==> config.mk <==
export PLATFORM = sky130hd
export DESIGN_NAME = crc16_regs
export DESIGN_NICKNAME = d
export VERILOG_FILES = /design/src/rtl/crc16_regs.sv
export SDC_FILE = /design/constraint.sdc
export NUM_CORES = 1
export LEC_CHECK = 0
export BUFFER_PORTS_ARGS = -buffer_cell sky130_fd_sc_hd__buf_2
export CORE_ASPECT_RATIO = 0.8
export CORE_MARGIN = 2
export CORE_UTILIZATION = 35
export CTS_BUF_LIST = sky130_fd_sc_hd__clkbuf_2 sky130_fd_sc_hd__clkbuf_4 sky130_fd_sc_hd__clkbuf_8
export CTS_CLUSTER_DIAMETER = 60
export DETAILED_ROUTE_END_ITERATION = 10
export PLACE_DENSITY_LB_ADDON = 0.15
export SETUP_SLACK_MARGIN = 0.4
export SLEW_MARGIN = 15
export SYNTH_ARGS = -nofsm -noshare
export SYNTH_HDL_FRONTEND = slang
export SYNTH_SLANG_ARGS = --single-unit
==> constraint.sdc <==
create_clock -name clk -period 4.32 [get_ports clk]
set_input_delay 0.216 -clock clk [delete_from_list [all_inputs] [get_ports clk]]
set_output_delay 0.216 -clock clk [all_outputs]
set_load 0.03 [all_outputs]
==> src/rtl/crc16_regs.sv <==
module crc16_regs #(
  parameter int          DW       = 16,
  parameter int          AW       = 2,
  parameter int          CNT_W    = 12,
  parameter int          BYTE_W   = 8,
  parameter logic [15:0] POLY_REF = 16'h8408,
  parameter logic [15:0] START    = 16'hFFFF,
  parameter int          CLR_BIT  = 15
) (
  input  logic          clk,
  input  logic          rst_n,
  input  logic          bus_sel,
  input  logic          bus_we,
  input  logic [AW-1:0] bus_addr,
  input  logic [DW-1:0] bus_wdata,
  output logic [DW-1:0] bus_rdata
);
  localparam logic [AW-1:0] A_CTRL = AW'(0);
  localparam logic [AW-1:0] A_IN   = AW'(1);
  localparam logic [AW-1:0] A_OUT  = AW'(2);

  logic [15:0]      state;
  logic [CNT_W-1:0] count;
  logic [CNT_W-1:0] in_word;
  logic [15:0]      state_nxt;

  wire wr     = bus_sel && bus_we;
  wire wr_in  = wr && (bus_addr == A_IN);
  wire wr_clr = wr && (bus_addr == A_CTRL) && bus_wdata[CLR_BIT];

  assign in_word = bus_wdata[CNT_W-1:0];

  always_comb begin
    state_nxt = state ^ {8'h00, in_word[BYTE_W-1:0]};
    for (int k = 0; k < BYTE_W; k++)
      state_nxt = state_nxt[0] ? ((state_nxt >> 1) ^ POLY_REF) : (state_nxt >> 1);
  end

  always_ff @(posedge clk or negedge rst_n) begin
    if (!rst_n) begin
      state <= START;
      count <= '0;
    end else if (wr_clr) begin
      state <= START;
      count <= '0;
    end else if (wr_in) begin
      state <= state_nxt;
      if (count != {CNT_W{1'b1}}) count <= count + 1'b1;
    end
  end

  always_comb begin
    bus_rdata = '0;
    if (bus_sel && !bus_we) begin
      case (bus_addr)
        A_CTRL:  bus_rdata = {{(DW-CNT_W){1'b0}}, count};
        A_OUT:   bus_rdata = ~state;
        default: bus_rdata = '0;
      endcase
    end
  end


  clear_chk: assert property (@(posedge clk) disable iff (!rst_n)
    wr_clr |=> (state == START && count == '0));


  count_step_chk: assert property (@(posedge clk) disable iff (!rst_n)
    (wr_in && count != {CNT_W{1'b1}}) |=> count == $past(count) + 1'b1);


  count_sat_chk: assert property (@(posedge clk) disable iff (!rst_n)
    (wr_in && count == {CNT_W{1'b1}}) |=> count == {CNT_W{1'b1}});


  idle_hold_chk: assert property (@(posedge clk) disable iff (!rst_n)
    !wr |=> ($stable(state) && $stable(count)));


  ctrl_noclr_chk: assert property (@(posedge clk) disable iff (!rst_n)
    (wr && bus_addr == A_CTRL && !bus_wdata[CLR_BIT]) |=> ($stable(state) && $stable(count)));


  ctrl_read_chk: assert property (@(posedge clk) disable iff (!rst_n)
    (bus_sel && !bus_we && bus_addr == A_CTRL) |-> bus_rdata[DW-1:CNT_W] == '0);
endmodule

==> qor.yml, run 1 <==
placement:
  gp_congestion: 0.827
  numPortBuffers: 30
  place_inst: 269
  dp_hpwl_um: 3240
  dpl_worst_slack_ns: 2.35
global_routing:
  grt_pass1_wl_um: 7010
  grt_max_degree: 29
  grt_overflow: 0
  grt_pass1_vias: 1333
  grtUsageTotal_pct: 17.0
  grt_antenna_before_repair: 0
timing:
  rsz0062_at_grt: "false"
  post-route-period-util_pct: 45.2
  finalHoldViolations: 0
  finalSetupViolations: 0
  fin_crit_ns: 1.95
  whs_ns: 0.298
  max_clock_freq_ghz: 0.512
  slew_viol_final: 0
  tns_ns: 0
  fin_ws_ns: 2.37
  fin_skew_ns: 0.00594
  worst_pin_slew_ns: 0.996
  maxSlewHeadroom_pct: 33.4
synth:
  async_flop_share_pct: 100
  synth_common_cells: "nand2_1, xnor2_1, nor2_1, dfstp_2, a21oi_1"
  synth_area_per_cell_um2: 9.29
  syn_area_mm2: 0.00174
  synth_cells: 187
  synth_area_leader_cell: "dfstp_2"
  ys_top_cells_by_area: "dfstp_2, dfrtp_1, xnor2_1"
  synth-seq-area-share_pct: 41.5
  ys.flop_type: "dfstp_2"
  yosysUniqueCellTypes: 44
  ys_ff_latch: 28
  synth_edf_count: 0
  synth_nets: 210
  yosys.area.top_type_share_pct: 24.2
  yosys_warnings: 0
  yosysMostFrequentCell: "nand2_1"
floorplanning:
  fp.dieH_um: 67.0
  coreArea_mm2: 0.00468
  initial_core_util_pct: 37.1
  die-area_mm2: 0.00555
  rows: 22
  ios: 38
  die_x_um: 82.8
clocking:
  h-tree-depth: 1
  tritoncts: "yes"
  clock_sinks: 28
  clk_path_buf_depth: 2
  cts-root-buf: "clkbuf_8"
  postCtsSetupBuffers: 0
  numCtsBuffers: 3
  clk_pin_slew_ns: 0.10
  clk_latency_ns: 0.27
routing:
  vias: 1483
  avgViaCountPerCell: 5.41
  drt_iter0_markers: 123
  antenna_left: 0
  drt_first_pass_iters: 4
  drcViolationCount: 0
  wire_per_inst_um: 16.2
  routed_wl_um: 4430
power:
  p_sw_share_pct: 36.6
  p_per_area_mw_per_mm2: 550
  fin_total_pwr_mw: 1.10
  power.switching_uw: 402
  power_frac_comb_pct: 39.2
  internal_power_uw: 697
  p_leak_nw: 0.818
  clock_power_share_pct: 14.7
  ir_drop_v: 0.000354
  seq_power_share_pct: 46.1
worst_hold_path:
  hold_class: "input pin to flop"
  holdPathStages: 3
worst_setup_path:
  worst_ep_arrival_time_ns: 1.74
  cp_common_cell: "buf_2"
  slowest_stage: "nor4b_2"
  crit_type: "input pin to primary output"
  crit_path_cell_trace: "buf_2 -> nor4b_2 -> nand2_1 -> o21ai_0 -> buf_2"
  crit_fanout: 12
  max_stage_delay_ns: 0.83
  critPathCaptureType: "primary output"
  start_kind: "input pin"
  r2r_cells: 5
  crit_required_ns: 4.10
finish:
  syn_to_final_growth_pct: 15.1
  nFillCells: 474
  drive_gt1_share_pct: 26.6
  antenna_cells: 0
  num-nets-final: 238
  finalNonFillerCells: 274
run_status:
  status: "finished clean"
flow_run:
  max_cap_violations: 0
-- final cells by class --
class / count / area (um^2) / share of cell area (%)
multi-input cells: 148 / 976 / 48.8
flip-flops and latches: 28 / 721 / 36.1
repair buffers: 31 / 160 / 8.02
clock buffers: 4 / 55.1 / 2.76
inverters: 3 / 11.3 / 0.564
well taps: 60 / 75.1 / 3.76
-- registers in the layout, summed over array words and instances, names as in the netlist --
| register | cells |
|---|---|
| state | 16 |
| count | 12 |
-- per-stage QoR --
stage	cell area, um^2	util, %
2_1_floorplan	1740	-
3_3_place_gp	1930	41.3
3_5_place_dp	1930	41.3
4_1_cts	2000	42.7
5_1_grt	2000	42.7
6_report	2000	42.7
-- layout by cell type, fill, tap and decap left out, types with 3 or more instances in the layout --
cell type / n
o21ai_0: 13
nand3_1: 6
inv_1: 3
xnor2_1: 19
a41oi_1: 3
nor2b_1: 3
nand2_1: 21
and3_1: 3
dfrtp_1: 12
nor2_1: 18
a21oi_1: 14
o22a_1: 7
buf_2: 30
xor2_1: 6
dfstp_2: 16
clkbuf_8: 4
-- power groups by stage --
| stage | Sequential [mW] | Combinational (mW) | Clock, mW |
|---|---|---|---|
| floorplan | 0.478 | 0.358 | 0 |
| global placement | 0.510 | 0.424 | 0 |
| detailed placement | 0.510 | 0.425 | 0 |
| CTS | 0.506 | 0.431 | 0.170 |
| global route | 0.524 | 0.472 | 0.178 |
| finish | 0.507 | 0.431 | 0.161 |
-- layer usage --
metal  GRT usage [%]  up-vias  share of wire [%]
met2            23.3       37                 41
met5               0        -                  0
met3            3.79        2                5.3
li1                -      735                  -
met4            3.07        0               0.50
met1            27.0      709                 54
-- worst max-delay path, delay by kind of cell --
kind / cells / cell delay, ns
simple gates: 2 / 0.96
compound gates: 1 / 0.13
buf+inv: 2 / 0.42
-- timing repair --
item,4_1_cts,5_1_grt
endpoints found under the hold margin,12,0
gates resized for setup,0,0
hold buffers,1,0
-- final timing paths --
kind / startpoint / endpoint / slack (ns)
max in group asynchronous: rst_n / count[8] / 3.41
worst max-delay path: bus_addr[0] / bus_rdata[8] / 2.37
min in group asynchronous: rst_n / count[11] / 0.49
worst max register to register: count[0] / count[3] / 2.37
worst min register to register: state[7] / state[7] / 0.52
worst min-delay path: bus_wdata[3] / state[11] / 0.30
-- cell families (layout without fill, tap and decap cells) --
| group | count (synthesis) | after routing | synth area share, % |
|---|---|---|---|
| AND/OR/NAND/NOR | 62 | 62 | 19.1 |
| flip-flops | 28 | 28 | 41.5 |
| buffers and inverters | 11 | 38 | 2.67 |
| multiplexers | 1 | 1 | 0.576 |
| XOR/XNOR | 25 | 25 | 12.6 |
| adder cells (fa/ha/maj) | 1 | 1 | 0.720 |
| AO/OA/AOI/OAI | 59 | 59 | 22.8 |
No activity file was read; power rests on OpenSTA's default activity.
==> run 2, diff against run 1 <==
==> constraint.sdc (replaced) <==
create_clock -name clk -period 2 [get_ports clk]
set_input_delay 0.1 -clock clk [delete_from_list [all_inputs] [get_ports clk]]
set_output_delay 0.1 -clock clk [all_outputs]
set_load 0.03 [all_outputs]
==> run 2 against run 1 <==
  * Non-clock buffer count is 19 higher
  * Sequential cell count is the same
  * Core utilization grew 4.0 points
  * Final cell count is 6.9% higher
  * Via count increased by 4.4%
==> qor.yml, run 2 (synthesis results as in run 1) <==
power:
  power.switching_uw: 909  # +130%
  seq_power_share_pct: 43.1  # -3.0 points
  p_sw_share_pct: 36.4  # -0.15 points
  internal_power_mw: 1.59  # +130%
  p_per_area_mw_per_mm2: 1140  # +110%
  p_leak_nw: 0.910  # +11%
  ir_drop_v: 0.000614  # +74%
  fin_total_pwr_mw: 2.50  # +130%
  clock_power_share_pct: 14.5  # -0.2 points
  power_frac_comb_pct: 42.4  # +3.2 points
clocking:
  tritoncts: "yes"
  clk_latency_ns: 0.28  # about the same
  clk_path_buf_depth: 2  # unchanged
  h-tree-depth: 1  # unchanged
  clock_sinks: 28  # unchanged
  cts-root-buf: "clkbuf_8"
  clk_pin_slew_ns: 0.10  # about the same
  numCtsBuffers: 3  # unchanged
timing:
  rsz0062_at_grt: "true"
  maxSlewHeadroom_pct: 57.1  # +24 points
  max_clock_freq_ghz: 0.634
  post-route-period-util_pct: 78.9
  tns_ns: 0  # unchanged
  fin_crit_ns: 1.58
  finalSetupViolations: 0  # unchanged
  worst_pin_slew_ns: 0.643  # -0.353 ns
  finalHoldViolations: 0  # unchanged
  fin_skew_ns: 0.00348  # -0.00246 ns
  slew_viol_final: 0  # unchanged
worst_hold_path:
  hold_class: "input pin to flop"
floorplanning:
  initial_core_util_pct: 37.1  # unchanged
  die-area_mm2: 0.00555  # unchanged
  die_x_um: 82.8  # unchanged
  fp.dieH_um: 67.0  # unchanged
  rows: 22  # unchanged
  ios: 38  # unchanged
  coreArea_mm2: 0.00468  # unchanged
finish:
  antenna_cells: 0  # unchanged
  largest_reg_flops: 16  # unchanged
  syn_to_final_growth_pct: 25.8
  mostFrequentLayoutCell: "buf_2"
  reg.largest.list: "state (16), count (12)"
  num-nets-final: 257  # +8.0%
  stdcell_area_mm2: 0.00218  # +9.3%
  drive_gt1_share_pct: 36.9  # +10 points
  regMostFlops: "state"
  layout_common_cells: "buf_2, nand2_1, xnor2_1, buf_4, nor2_1"
worst_setup_path:
  startpoint: "count[0]"
  worst_ep_arrival_time_ns: 1.73  # about the same
  critPathCaptureType: "flop"
  r2r_end: "count[5]"
  max_stage_delay_ns: 0.56  # -0.27 ns
  crit_path_cell_trace: "ha_4 -> nand2_2 -> or4_4 -> a41oi_2 -> a31oi_1"
  ff2ff_setup_slack_ns: 0.42  # -1.94 ns
  crit_end: "count[5]"
  r2r_cells: 5  # unchanged
  reg2reg_from: "count[0]"
  crit_type: "flop to flop"
  start_kind: "flop"
  crit_fanout: 3  # -9
  crit_required_ns: 2.15  # -1.95 ns
  slowest_stage: "or4_4"
global_routing:
  grt_overflow: 0  # unchanged
  grt_pass1_wl_um: 7460  # +6.4%
  grtUsageTotal_pct: 18.2  # +1.1 points
  grt_pass1_vias: 1440  # +8.0%
  grt_antenna_before_repair: 0  # unchanged
  grt_max_degree: 29  # unchanged
placement:
  gp_congestion: 0.816  # -1.2%
  dpl_cell_area_mm2: 0.00202  # +4.3%
  dp_hpwl_um: 3340  # +3.1%
  numPortBuffers: 30  # unchanged
routing:
  drcViolationCount: 0  # unchanged
  drt_first_pass_iters: 4  # unchanged
  vias: 1548  # +4.4%
  antenna_left: 0  # unchanged
  avgViaCountPerCell: 5.28  # -2.4%
  wire_per_inst_um: 15.9  # -1.8%
  drt_iter0_markers: 110  # -11%
  routed_wl_um: 4660  # +5.1%
run_status:
  status: "finished clean"
flow_run:
  max_cap_violations: 0  # unchanged
## run 2: repair_timing
action,4_1_cts,5_1_grt
cloned,0,0
setup endpoints to repair,9,10
hold endpoints to repair,12,0
hold buffers,1,0
resized for setup,5,3
pin swaps,2,1
setup buffers,4,6
## run 2: power groups by stage
| stage | logic (mW) | registers, mW | clock network [mW] |
|---|---|---|---|
| 2_1_floorplan | 0.778 | 1.04 | 0 |
| 3_3_place_gp | 1.01 | 1.09 | 0 |
| 3_5_place_dp | 1.02 | 1.09 | 0 |
| 4_1_cts | 1.05 | 1.08 | 0.373 |
| 5_1_grt | 1.17 | 1.11 | 0.402 |
| 6_report | 1.06 | 1.08 | 0.362 |
## run 2: worst min path at each step
stage,from,endpoint,depth (start not counted)
4_1_cts,bus_wdata[3],state[11],3
2_1_floorplan,rst_n,count[0],0
3_5_place_dp,rst_n,count[10],1
3_3_place_gp,rst_n,count[10],1
6_report,bus_wdata[3],state[11],3
5_1_grt,bus_wdata[3],state[11],3
## run 2: worst max-delay path, delay by kind of cell (launching register included)
family / cells / cell delay (ns)
AND/OR/NAND/NOR: 2 / 0.64
flip-flops: 1 / 0.40
adder cells (fa/ha/maj): 1 / 0.17
AO/OA/AOI/OAI: 2 / 0.24
## run 2: per-stage QoR
stage | cells | setup WS, ns | hold WS [ns] | utilization (%)
2_1_floorplan | 187 | 0.425 | -0.196 | -
5_1_grt | 293 | 0.353 | 0.177 | 46.7
3_5_place_dp | 278 | 0.326 | 0.172 | 43.1
6_report | 293 | 0.423 | 0.179 | 46.7
4_1_cts | 287 | 0.407 | 0.185 | 45.2
3_3_place_gp | 278 | 0.330 | 0.173 | 43.1
## run 2: layer usage
metal  up-vias  share of wire (%)  global-route usage (%)
met5         -                  0                       0
met4         0               0.17                    2.66
met3         2                4.4                    4.34
met2        32                 43                    25.2
met1       746                 53                    28.6
li1        768                  -                       -
## run 2: area by class of cell
cell class	instances	area [um^2]
multi-input combinational	148	1010
tap	60	75.1
clock buffer	4	55.1
sequential	28	727
timing repair buffer	50	303
fill	479	2490
inverter	3	11.3
==> run 3, diff against run 2 <==
==> constraint.sdc (replaced) <==
create_clock -name clk -period 1.4 [get_ports clk]
set_input_delay 0.07 -clock clk [delete_from_list [all_inputs] [get_ports clk]]
set_output_delay 0.07 -clock clk [all_outputs]
set_load 0.03 [all_outputs]
==> run 3 against run 2 <==
  * First-iteration DRC count grew 19%
  * Sequential cell count stayed put
  * Setup slack worse by 0.59 ns
  * Final cell count is 13% higher
  * The run now ends with setup timing left
  * Critical path type unchanged
  * Combinational power grew to 2.7 times the previous value
  * Register-to-register slack got worse by 0.59 ns
  * Worst hold slack gained 0.11 ns
==> qor.yml, run 3 (synthesis results as in run 1) <==
timing:
  rsz0062_at_grt: "true"
  fin_skew_ns: 0.00502  # +0.00154 ns
  finalHoldViolations: 0  # unchanged
  fin_crit_ns: 1.57  # -0.00791 ns
  finalSetupViolations: 12  # +12
  slew_viol_final: 0  # unchanged
  max_clock_freq_ghz: 0.637  # +0.50%
  maxSlewHeadroom_pct: 57.3  # +0.13 points
  fin_ws_ns: -0.169  # -0.592 ns
  post-route-period-util_pct: 112  # +33 points
  worst_pin_slew_ns: 0.641  # -0.00197 ns
clocking:
  clk_latency_ns: 0.28  # about the same
  h-tree-depth: 1  # unchanged
  clk_path_buf_depth: 2  # unchanged
  tritoncts: "yes"
  numCtsBuffers: 3  # unchanged
  clock_sinks: 28  # unchanged
  clk_pin_slew_ns: 0.10  # about the same
  cts-root-buf: "clkbuf_8"
finish:
  drive_gt1_share_pct: 66.2  # +29 points
  multi_input_area_mm2: 0.00155  # +53%
  largest_reg_flops: 16  # unchanged
  mostFrequentLayoutCell: "buf_6"
  reg.largest.list: "state (16), count (12)"
  fin_util_pct: 69.0  # +22 points
  num-nets-final: 296  # +15%
  antenna_cells: 0  # unchanged
  syn_to_final_growth_pct: 85.9
  layout_common_cells: "buf_6, buf_4, dfstp_2"
  nFillCells: 331  # -31%
  stdcell_area_mm2: 0.00323  # +48%
  seq_area_um2: 723  # -0.52%
  regMostFlops: "state"
worst_setup_path:
  critPathCaptureType: "flop"
  crit_type: "flop to flop"
  crit_required_ns: 1.58  # -0.57 ns
  start_kind: "flop"
  worst_ep_arrival_time_ns: 1.75  # +0.02 ns
  crit_fanout: 4  # +1
power:
  p_per_area_mw_per_mm2: 1570  # +37%
  p_leak_nw: 1.39  # +53%
  ir_drop_v: 0.00106  # +72%
global_routing:
  grt_pass1_vias: 1804  # +25%
  grtUsageTotal_pct: 21.8  # +3.6 points
  grt_max_degree: 29  # unchanged
  grt_pass1_wl_um: 9020  # +21%
  grt_overflow: 0  # unchanged
  grt_antenna_before_repair: 0  # unchanged
routing:
  wire_per_inst_um: 17.7  # +11%
  drcViolationCount: 0  # unchanged
  vias: 1791  # +16%
  routed_wl_um: 5880  # +26%
  avgViaCountPerCell: 5.39  # +2.1%
  antenna_left: 0  # unchanged
  drt_first_pass_iters: 4  # unchanged
  drt_iter0_markers: 131  # +19%
floorplanning:
  fp.dieH_um: 67.0  # unchanged
  coreArea_mm2: 0.00468  # unchanged
  die_x_um: 82.8  # unchanged
  initial_core_util_pct: 37.1  # unchanged
  rows: 22  # unchanged
  ios: 38  # unchanged
  die-area_mm2: 0.00555  # unchanged
run_status:
  violations: "setup timing"
  status: "finished, violations left"
placement:
  dp_hpwl_um: 3820  # +15%
  numPortBuffers: 30  # unchanged
  gp_congestion: 0.830  # +1.7%
  dpl_cell_area_mm2: 0.00253  # +25%
worst_hold_path:
  hold_class: "input pin to flop"
flow_run:
  max_cap_violations: 0  # unchanged
==> run 3: what timing repair did <==
action / in CTS / in global routing
pin swaps: 22 / 14
gates resized for setup: 73 / 35
hold buffers: 1 / 0
endpoints found under the hold margin: 12 / 0
buffers inserted: 10 / 10
setup endpoints to repair: 44 / 44
==> run 3: path summary, 6_finish.rpt <==
check / start / to / slack (ns) / depth (start not counted)
setup / recovery: count[0] / count[3] / -0.17 / 7
max in group asynchronous: rst_n / count[0] / 0.62 / 2
min in group asynchronous: rst_n / count[2] / 0.33 / 2
hold reg to reg: state[1] / state[1] / 0.55 / 2
hold / removal: bus_addr[0] / count[2] / 0.29 / 4
setup reg to reg: count[0] / count[3] / -0.17 / 7
==> run 3: stage by stage <==
step                setup TNS, ns  hold slack (ns)  std cells  total power, mW  setup slack, ns
finish                      -1.32            0.287        332             5.05           -0.169
global route                -2.38            0.296        332             5.33           -0.225
CTS                        -0.603            0.279        322             4.50          -0.0983
detailed placement         -0.739            0.131        307             3.55           -0.121
global placement           -0.505            0.130        307             3.49          -0.0832
floorplan                  -0.527           -0.226        187             3.00           -0.105
==> run 3: power breakdown <==
part | switching [mW] | internal, mW | leakage (nW)
logic | 1.19 | 1.67 | 1.04
registers | 0.416 | 1.26 | 0.327
clock network | 0.266 | 0.252 | 0.0288
==> run 3: area by class of cell <==
cell class / count / area share (%)
clock buffer: 4 / 1.71
timing repair buffer: 89 / 25.1
inverter: 3 / 0.349
sequential: 28 / 22.4
tap: 60 / 2.33
multi-input combinational: 148 / 48.1
==> run 3: per-layer routing <==
metal	up-vias	wire length (um)	track usage, %
met5	-	0	0
met4	0	63	4.10
met3	9	343	3.79
met2	65	2990	36.7
met1	870	2490	29.5
li1	847	-	-
==> run 3: critical path: stages (launching register included) <==
cell and delay [ns]:
dfrtp_2 0.43, ha_4 0.18, nand2_4 0.07, nor4_4 0.05
buf_4 0.15, buf_4 0.14, a211o_1 0.26, a22o_1 0.18
